`config.mk`:
```
export PLATFORM = sky130hd
export DESIGN_NAME = chpix_char_shifter
export DESIGN_NICKNAME = d
export VERILOG_FILES = /design/src/rtl/chpix_pkg.sv /design/src/rtl/chpix_row_ctr.sv /design/src/rtl/chpix_fetch.sv /design/src/rtl/chpix_shift.sv /design/src/rtl/chpix_char_shifter.sv
export SDC_FILE = /design/constraint.sdc
export NUM_CORES = 1
export LEC_CHECK = 0
export BUFFER_PORTS_ARGS = -buffer_cell sky130_fd_sc_hd__buf_2
export CORE_MARGIN = 3
export CORE_UTILIZATION = 40
export CTS_CLUSTER_DIAMETER = 200
export DETAILED_ROUTE_END_ITERATION = 12
export GPL_TIMING_DRIVEN = 0
export SYNTH_ARGS = -nofsm -noshare
export SYNTH_HDL_FRONTEND = slang
export SYNTH_SLANG_ARGS = --single-unit
```
`constraint.sdc`:
```
create_clock -name clk_i -period 1.8 [get_ports clk_i]
set_input_delay 0.54 -clock clk_i [delete_from_list [all_inputs] [get_ports clk_i]]
set_output_delay 0.54 -clock clk_i [all_outputs]
set_load 0.005 [all_outputs]
```
`src/rtl/chpix_pkg.sv`:
```
package chpix_pkg;
   localparam int unsigned DEF_CODE_W     = 8;
   localparam int unsigned DEF_GLYPH_BITS = 6;
   localparam int unsigned DEF_ROWS       = 8;
   localparam int unsigned DEF_PIX_W      = 8;

   typedef enum logic {
      SHIFT_LSB_FIRST = 1'b0,
      SHIFT_MSB_FIRST = 1'b1
   } shift_order_e;
endpackage

```
`src/rtl/chpix_row_ctr.sv`:
```
module chpix_row_ctr #(
   parameter int unsigned ROWS  = 8,
   parameter int unsigned ROW_W = 3
) (
   input  logic             clk_i,
   input  logic             rst_n_i,
   input  logic             hsync_i,
   input  logic             vsync_i,
   output logic [ROW_W-1:0] row_o
);
   localparam logic [ROW_W-1:0] LAST_ROW = ROW_W'(ROWS - 1);

   always_ff @(posedge clk_i) begin
      if (!rst_n_i) begin
         row_o <= '0;
      end else if (vsync_i) begin
         row_o <= '0;
      end else if (hsync_i) begin
         row_o <= (row_o == LAST_ROW) ? '0 : row_o + 1'b1;
      end
   end
endmodule

```
`src/rtl/chpix_fetch.sv`:
```
module chpix_fetch #(
   parameter int unsigned CODE_W     = 8,
   parameter int unsigned GLYPH_BITS = 6,
   parameter int unsigned ROW_W      = 3,
   parameter int unsigned PIX_W      = 8,
   parameter int unsigned ADDR_W     = 9
) (
   input  logic              clk_i,
   input  logic              rst_n_i,
   input  logic [CODE_W-1:0] code_i,
   input  logic              code_valid_i,
   input  logic [ROW_W-1:0]  row_i,
   input  logic              rfsh_i,
   input  logic [PIX_W-1:0]  rom_data_i,
   input  logic              take_i,
   output logic [ADDR_W-1:0] rom_addr_o,
   output logic [PIX_W-1:0]  pat_o,
   output logic              pat_inv_o,
   output logic              pat_full_o
);
   logic [GLYPH_BITS-1:0] glyph_q;
   logic                  inv_flag_q;
   logic                  pend_q;
   logic                  rfsh_q;
   logic [PIX_W-1:0]      cap_q;
   logic                  fill_w;

   generate
      if (GLYPH_BITS < CODE_W - 1) begin : g_spare_bits
         logic code_unused_w;
         assign code_unused_w = ^code_i[CODE_W-2:GLYPH_BITS];
      end
   endgenerate

   assign rom_addr_o = (rfsh_i && pend_q) ? {glyph_q, row_i} : '0;
   assign fill_w     = rfsh_q && !rfsh_i && pend_q;

   always_ff @(posedge clk_i) begin
      if (!rst_n_i) begin
         glyph_q    <= '0;
         inv_flag_q <= 1'b0;
         pend_q     <= 1'b0;
         rfsh_q     <= 1'b0;
         cap_q      <= '0;
         pat_o      <= '0;
         pat_inv_o  <= 1'b0;
         pat_full_o <= 1'b0;
      end else begin
         rfsh_q <= rfsh_i;
         if (rfsh_i && pend_q) begin
            cap_q <= rom_data_i;
         end
         if (code_valid_i) begin
            glyph_q    <= code_i[GLYPH_BITS-1:0];
            inv_flag_q <= code_i[CODE_W-1];
            pend_q     <= 1'b1;
         end else if (fill_w) begin
            pend_q <= 1'b0;
         end
         if (fill_w) begin
            pat_o      <= cap_q;
            pat_inv_o  <= inv_flag_q;
            pat_full_o <= 1'b1;
         end else if (take_i) begin
            pat_full_o <= 1'b0;
         end
      end
   end
endmodule

```
`src/rtl/chpix_shift.sv`:
```
module chpix_shift
   import chpix_pkg::*;
#(
   parameter int unsigned  PIX_W = 8,
   parameter int unsigned  CNT_W = 4,
   parameter shift_order_e ORDER = SHIFT_MSB_FIRST
) (
   input  logic             clk_i,
   input  logic             rst_n_i,
   input  logic [PIX_W-1:0] pat_i,
   input  logic             inv_i,
   input  logic             full_i,
   output logic             take_o,
   output logic [CNT_W-1:0] cnt_o,
   output logic             video_o
);
   logic [PIX_W-1:0] sh_q;
   logic             inv_q;
   logic             out_bit_w;
   logic [PIX_W-1:0] sh_next_w;

   generate
      if (ORDER == SHIFT_MSB_FIRST) begin : g_msb
         assign out_bit_w = sh_q[PIX_W-1];
         assign sh_next_w = {sh_q[PIX_W-2:0], 1'b0};
      end else begin : g_lsb
         assign out_bit_w = sh_q[0];
         assign sh_next_w = {1'b0, sh_q[PIX_W-1:1]};
      end
   endgenerate

   assign take_o  = full_i && (cnt_o <= CNT_W'(1));
   assign video_o = (cnt_o != '0) && (out_bit_w ^ inv_q);

   always_ff @(posedge clk_i) begin
      if (!rst_n_i) begin
         sh_q  <= '0;
         inv_q <= 1'b0;
         cnt_o <= '0;
      end else if (take_o) begin
         sh_q  <= pat_i;
         inv_q <= inv_i;
         cnt_o <= CNT_W'(PIX_W);
      end else if (cnt_o != '0) begin
         sh_q  <= sh_next_w;
         cnt_o <= cnt_o - 1'b1;
      end
   end
endmodule

```
`src/rtl/chpix_char_shifter.sv`:
```
module chpix_char_shifter
   import chpix_pkg::*;
#(
   parameter int unsigned  CODE_W     = DEF_CODE_W,
   parameter int unsigned  GLYPH_BITS = DEF_GLYPH_BITS,
   parameter int unsigned  ROWS       = DEF_ROWS,
   parameter int unsigned  PIX_W      = DEF_PIX_W,
   parameter shift_order_e ORDER      = SHIFT_MSB_FIRST,
   localparam int unsigned ROW_W      = $clog2(ROWS),
   localparam int unsigned ADDR_W     = GLYPH_BITS + ROW_W
) (
   input  logic              clk_i,
   input  logic              rst_n_i,
   input  logic [CODE_W-1:0] code_i,
   input  logic              code_valid_i,
   input  logic              hsync_i,
   input  logic              vsync_i,
   input  logic              rfsh_i,
   input  logic [PIX_W-1:0]  rom_data_i,
   output logic [ADDR_W-1:0] rom_addr_o,
   output logic              video_o
);
   localparam int unsigned CNT_W = $clog2(PIX_W + 1);

   generate
      if (GLYPH_BITS > CODE_W - 1) begin : g_bad_glyph
         $error("GLYPH_BITS must leave the top code bit for the invert flag");
      end
      if (ROWS < 2) begin : g_bad_rows
         $error("ROWS must be at least 2");
      end
      if (PIX_W < 2) begin : g_bad_pix
         $error("PIX_W must be at least 2");
      end
   endgenerate

   logic [ROW_W-1:0] row_w;
   logic [PIX_W-1:0] pat_w;
   logic             pat_inv_w;
   logic             pat_full_w;
   logic             take_w;
   logic [CNT_W-1:0] shift_cnt_w;

   chpix_row_ctr #(.ROWS(ROWS), .ROW_W(ROW_W)) u_row (
      .clk_i   (clk_i),
      .rst_n_i (rst_n_i),
      .hsync_i (hsync_i),
      .vsync_i (vsync_i),
      .row_o   (row_w)
   );

   chpix_fetch #(
      .CODE_W(CODE_W), .GLYPH_BITS(GLYPH_BITS), .ROW_W(ROW_W),
      .PIX_W(PIX_W), .ADDR_W(ADDR_W)
   ) u_fetch (
      .clk_i        (clk_i),
      .rst_n_i      (rst_n_i),
      .code_i       (code_i),
      .code_valid_i (code_valid_i),
      .row_i        (row_w),
      .rfsh_i       (rfsh_i),
      .rom_data_i   (rom_data_i),
      .take_i       (take_w),
      .rom_addr_o   (rom_addr_o),
      .pat_o        (pat_w),
      .pat_inv_o    (pat_inv_w),
      .pat_full_o   (pat_full_w)
   );

   chpix_shift #(.PIX_W(PIX_W), .CNT_W(CNT_W), .ORDER(ORDER)) u_shift (
      .clk_i   (clk_i),
      .rst_n_i (rst_n_i),
      .pat_i   (pat_w),
      .inv_i   (pat_inv_w),
      .full_i  (pat_full_w),
      .take_o  (take_w),
      .cnt_o   (shift_cnt_w),
      .video_o (video_o)
   );
endmodule

```
* Word level (Yosys, flattened, before mapping)
Cells that the tools add are included.
** Storage, ports and cells
- Bits in registers :: 43
- Bits of input ports :: 22
- Output and inout bits :: 10
- Word-level logic and storage cells :: 41
** Operators by class
- Add/sub/neg operators :: 2
- $lt $le $gt $ge :: 1
- Eq/ne operators :: 1
- Muxes and demuxes :: 10
- Bitwise logic cells :: 2
- Reduce and logical (&&, ||, !) cells :: 12
** Operators with widths (count)
- $mux 8 :: 2
- $mux 9 :: 1
- $mux 4 :: 2
- $reduce_bool 2->1 :: 3
- $logic_and 1x1->1 :: 5
- $le 4x1->1 const B :: 1
- $mux 1 :: 4
- $reduce_bool 4->1 :: 1
- $reduce_or 2->1 :: 2
- $sub 4x1->4 const B :: 1
- $add 3x1->3 const B :: 1
- $eq 3x3->1 const B :: 1
- $mux 3 :: 1
- $logic_not 1->1 :: 1
- $not 1->1 :: 1
- $xor 1x1->1 :: 1

* Longest topological paths before layout
- Depth in word-level cells :: 5
- Depth in mapped cells :: 6
- Gate-level depth less buffers :: 5

* Cells and area by module
Synthesis repeated with hierarchy kept, for this count alone.
** Unflattened totals
- Cells, all modules :: 212
- Area, all modules :: 1963.1 um^2
** By module, submodules not included
- chpix_fetch :: instances 1, cells an instance 119, area each 1146.1 um^2, seq. area each 540.5 um^2
- chpix_shift :: instances 1, cells an instance 79, area each 669.4 um^2, seq. area each 260.2 um^2
- chpix_row_ctr :: instances 1, cells an instance 14, area each 147.6 um^2, seq. area each 60.1 um^2

* Worst setup path after synthesis
OpenSTA, ideal clock, no wires.
- Kind :: reg-to-output
- Start :: register u_shift.cnt_o[0]
- End :: output video_o
- Arrival time :: 1.005 ns
- Data required time :: 1.260 ns
- Slack :: 0.255 ns
- Stages on the path, launching flop included :: 5
- Path buffers :: 0
- Cells stage by stage :: dfxtp_1 -> inv_1 -> ha_1 -> nor3b_4 -> nor2_1
** Between the ends
- Cells in the longest elaborated chain, start to end :: 2
** RTL lines
- from (decl) :: RTL line chpix_shift.sv:14 : output logic [CNT_W-1:0] cnt_o,
- from (signal assigned) :: RTL line chpix_shift.sv:43 : cnt_o <= CNT_W'(PIX_W);
- from (signal assigned) :: RTL line chpix_shift.sv:46 : cnt_o <= cnt_o - 1'b1;
- $reduce_bool 4->1 :: RTL line chpix_shift.sv:33 : assign video_o = (cnt_o != '0) && (out_bit_w ^ inv_q);
- $logic_and 1x1->1 :: RTL line chpix_shift.sv:33
- to (decl) :: RTL line chpix_char_shifter.sv:21 : output logic video_o
Every way passes these cells.

* Worst setup path in the final report
- Start :: register u_shift.cnt_o[1]
- End :: output video_o
The elaborated chain is that of the path after synthesis.

==> out/metrics.yaml <==
initial_core_util_pct: 43.4
synthMuxAreaShare_pct: 9.88
cts_buffers: 5
final_layout_size_suffix_gt1_share_pct: 24.0
finalWeightedCongestion: 0.776
stdcell_count: 292
max_freq_mhz: 568
antenna_found_initial: 0
place_ws_ns: -0.0167
wl_per_cell_um: 12.2
synth_cells: 201
synth.distinct_cells: 35
hold_path.startpoint: "u_fetch.cap_q[1]"
place_inst: 280
vias: 1446
fin_crit_sh_pct: 97.8
cts_sinks: 43
max-slew-margin-rel_pct: 65.0
r2r_start: "u_shift.cnt_o[0]"
post_dp_cell_area_um2: 2030
syn2layout_area_growth_pct: 19.7
synth_compound_area_share_pct: 11.7
synth_ff_type: "dfxtp_1"
cp_top_family: "flip-flops"
crit_type: "reg -> out"
rows: 23
clk_pin_slew_ns: 0.09
yosysWarnings: 0
fin_nets: 268
grt_pass1_wl_um: 6040
post_drt_via_cell_ratio: 4.95
ff2ff_path_depth: 6
slowest_delay_ns: 0.33
port_buffers: 29
utilization_pct: 51.9
ctsHoldBuffers: 0
crit_chain: "inv_2 > ha_4 > nor3b_4 > nor2_1 > buf_2"
holdPathEnd: "u_fetch.cap_q[1]"
die_w_um: 73.5
antenna_cells: 0
firstDrtPassIters: 4
grt_max_degree: 16
cp-start-kind: "flip-flop"
cp.arrival_ns: 1.22
die_y_um: 73.5
synth_top_family_by_area: "simple AND/OR/NAND/NOR gates"
peakVddDrop_v: 0.000493
holdCritPathClass: "reg -> reg"
cts.htree.levels: 2
drv_slew: 0
syn-num-nets: 228
pin_count: 32
synth_adder_area_share_pct: 3.43
rsz0062_at_grt: "true"
crit_fanout: 3
syn_area_per_cell_um2: 9.07
finalPower_mw: 2.53
fin_crit_ns: 1.76
setup-tns-final_ns: 0
grt.total_usage_pct: 14.4
worstMarginPinSlew_ns: 0.526
r2r_end: "u_shift.cnt_o[1]"
clk_path_buf_depth: 2
leakagePower_nw: 0.989
synth_edf_count: 0
grt_pass1_vias: 1382
hold_slack_ns: 0.460
clock_latency_ns: 0.29
syn-cell-area_um2: 1820
overflow: 0
route.detailed.drc: 0
core_um2: 4200
seqCellArea_um2: 866
setup_violations: 0
cts_tree: "yes"
fill_cells: 404
min_path_cells: 2
synth-seq-cells: 43
dpl.hpwl_um: 2550
worstSetupEndpointType: "primary output"
cp_num_buf_inv: 2
outcome: "complete, no violations"
synthXorXnorAreaFrac_pct: 1.44
skew_ns: 0.00921
synthArstFlopShare_pct: 0
r2r_setup_slack_ns: 0.19
ys_seq_area_share_pct: 47.2
critPathSlowestCell: "dfxtp_2"
multi_input_area_um2: 892
die_area_um2: 5400
synth-simple-area-share_pct: 21.8
worstPathRequired_ns: 1.26
totalWireLength_um: 3570
fin_ws_ns: 0.0391
cts_root_buf: "clkbuf_8"
postLayoutCellArea_um2: 2180
hold_viol: 0
p_per_area_nw_per_um2: 1160
postRouteAntennaNets: 0
cap_violations: 0
first_iter_violations: 62
## flip-flops by register name (all words and copies together) (netlist names), 3 cells and up
signal / flops
u_row.row_o: 3
u_shift.cnt_o: 4
u_shift.sh_q: 8
u_fetch.pat_o: 8
u_fetch.cap_q: 8
u_fetch.glyph_q: 6
## cells in the final DEF (no fill, tap or decap), types with 2 or more instances in the layout
cell type / n
dfxtp_1: 41
buf_2: 32
nand2_1: 32
nor2_1: 22
mux2i_1: 18
a21oi_1: 15
and3_1: 10
o41ai_1: 7
a31oi_1: 7
buf_4: 6
clkbuf_8: 5
clkbuf_1: 4
ha_1: 4
xnor2_1: 2
buf_6: 2
nand4_1: 2
inv_1: 2
and2_1: 2
nand2b_1: 2
nand3b_1: 2
clkinv_4: 2
## cells by family (layout without fill, tap and decap cells)
| family | Yosys count | after routing |
|---|---|---|
| AND/OR/NAND/NOR | 82 | 82 |
| flip-flops | 43 | 43 |
| buffers and inverters | 17 | 58 |
| adder cells (fa/ha/maj) | 5 | 5 |
| XOR/XNOR | 3 | 3 |
| AO/OA/AOI/OAI | 33 | 33 |
| multiplexers | 18 | 18 |
## layout make-up
class,count,area share [%]
Multi-Input combinational cell,141,40.9
Sequential cell,43,39.7
Timing Repair Buffer,35,8.72
Clock buffer,5,3.15
Tap cell,50,2.87
Buffer,10,2.58
Clock inverter,3,1.15
Inverter,5,0.975
## routing by layer
metal	vias to the layer above	global-route usage (%)	part of all wire (%)
met2	25	22.3	46
met5	-	0	0
li1	776	-	-
met3	2	4.24	4.6
met4	0	6.04	0.73
met1	643	18.5	49
## report_power, final
group	internal [mW]	total (mW)	switching, mW
sequential	1.03	1.10	0.0729
combinational	0.400	0.808	0.409
clock	0.277	0.619	0.341
## how the worst max path moves through the flow
stage	depth (start not counted)	slack [ns]	endpoint	startpoint
after detailed placement	5	-0.02	video_o	u_shift.cnt_o[0]
after global placement	5	-0.007	video_o	u_shift.cnt_o[0]
final	5	0.04	video_o	u_shift.cnt_o[1]
after CTS	5	-0.007	video_o	u_shift.cnt_o[1]
after floorplan	4	0.25	video_o	u_shift.cnt_o[0]
after global routing	5	-0.02	video_o	u_shift.cnt_o[1]
## Yosys cell counts (2+ instances only)
| cell type | number | area, um^2 |
|---|---|---|
| mux2i_1 | 18 | 180 |
| nand2_1 | 32 | 120 |
| nand2b_1 | 2 | 12.5 |
| nand3b_1 | 2 | 15.0 |
| xnor2_1 | 2 | 17.5 |
| a21oi_1 | 15 | 75.1 |
| o41ai_1 | 7 | 61.3 |
| inv_1 | 4 | 15.0 |
| nand4_1 | 2 | 12.5 |
| a31oi_1 | 7 | 43.8 |
| ha_1 | 5 | 62.6 |
| and3_1 | 10 | 62.6 |
| and2_1 | 2 | 12.5 |
| clkbuf_1 | 6 | 22.5 |
| nor2_1 | 22 | 82.6 |
| dfxtp_1 | 43 | 861 |
| buf_6 | 2 | 22.5 |
| buf_2 | 3 | 15.0 |
## tightest hold or removal path, stage by stage, from the launching register on
cell and delay (ns):
dfxtp_1 0.32, nand2_1 0.05, a21oi_1 0.05
## timing repair
action	in CTS	in global routing
gates resized for setup	8	0
endpoints found under the setup margin	10	1
pin swaps	0	2
buffers inserted	2	4
endpoints found under the hold margin	0	0
Note: power is estimated with default switching activity, not from simulation.
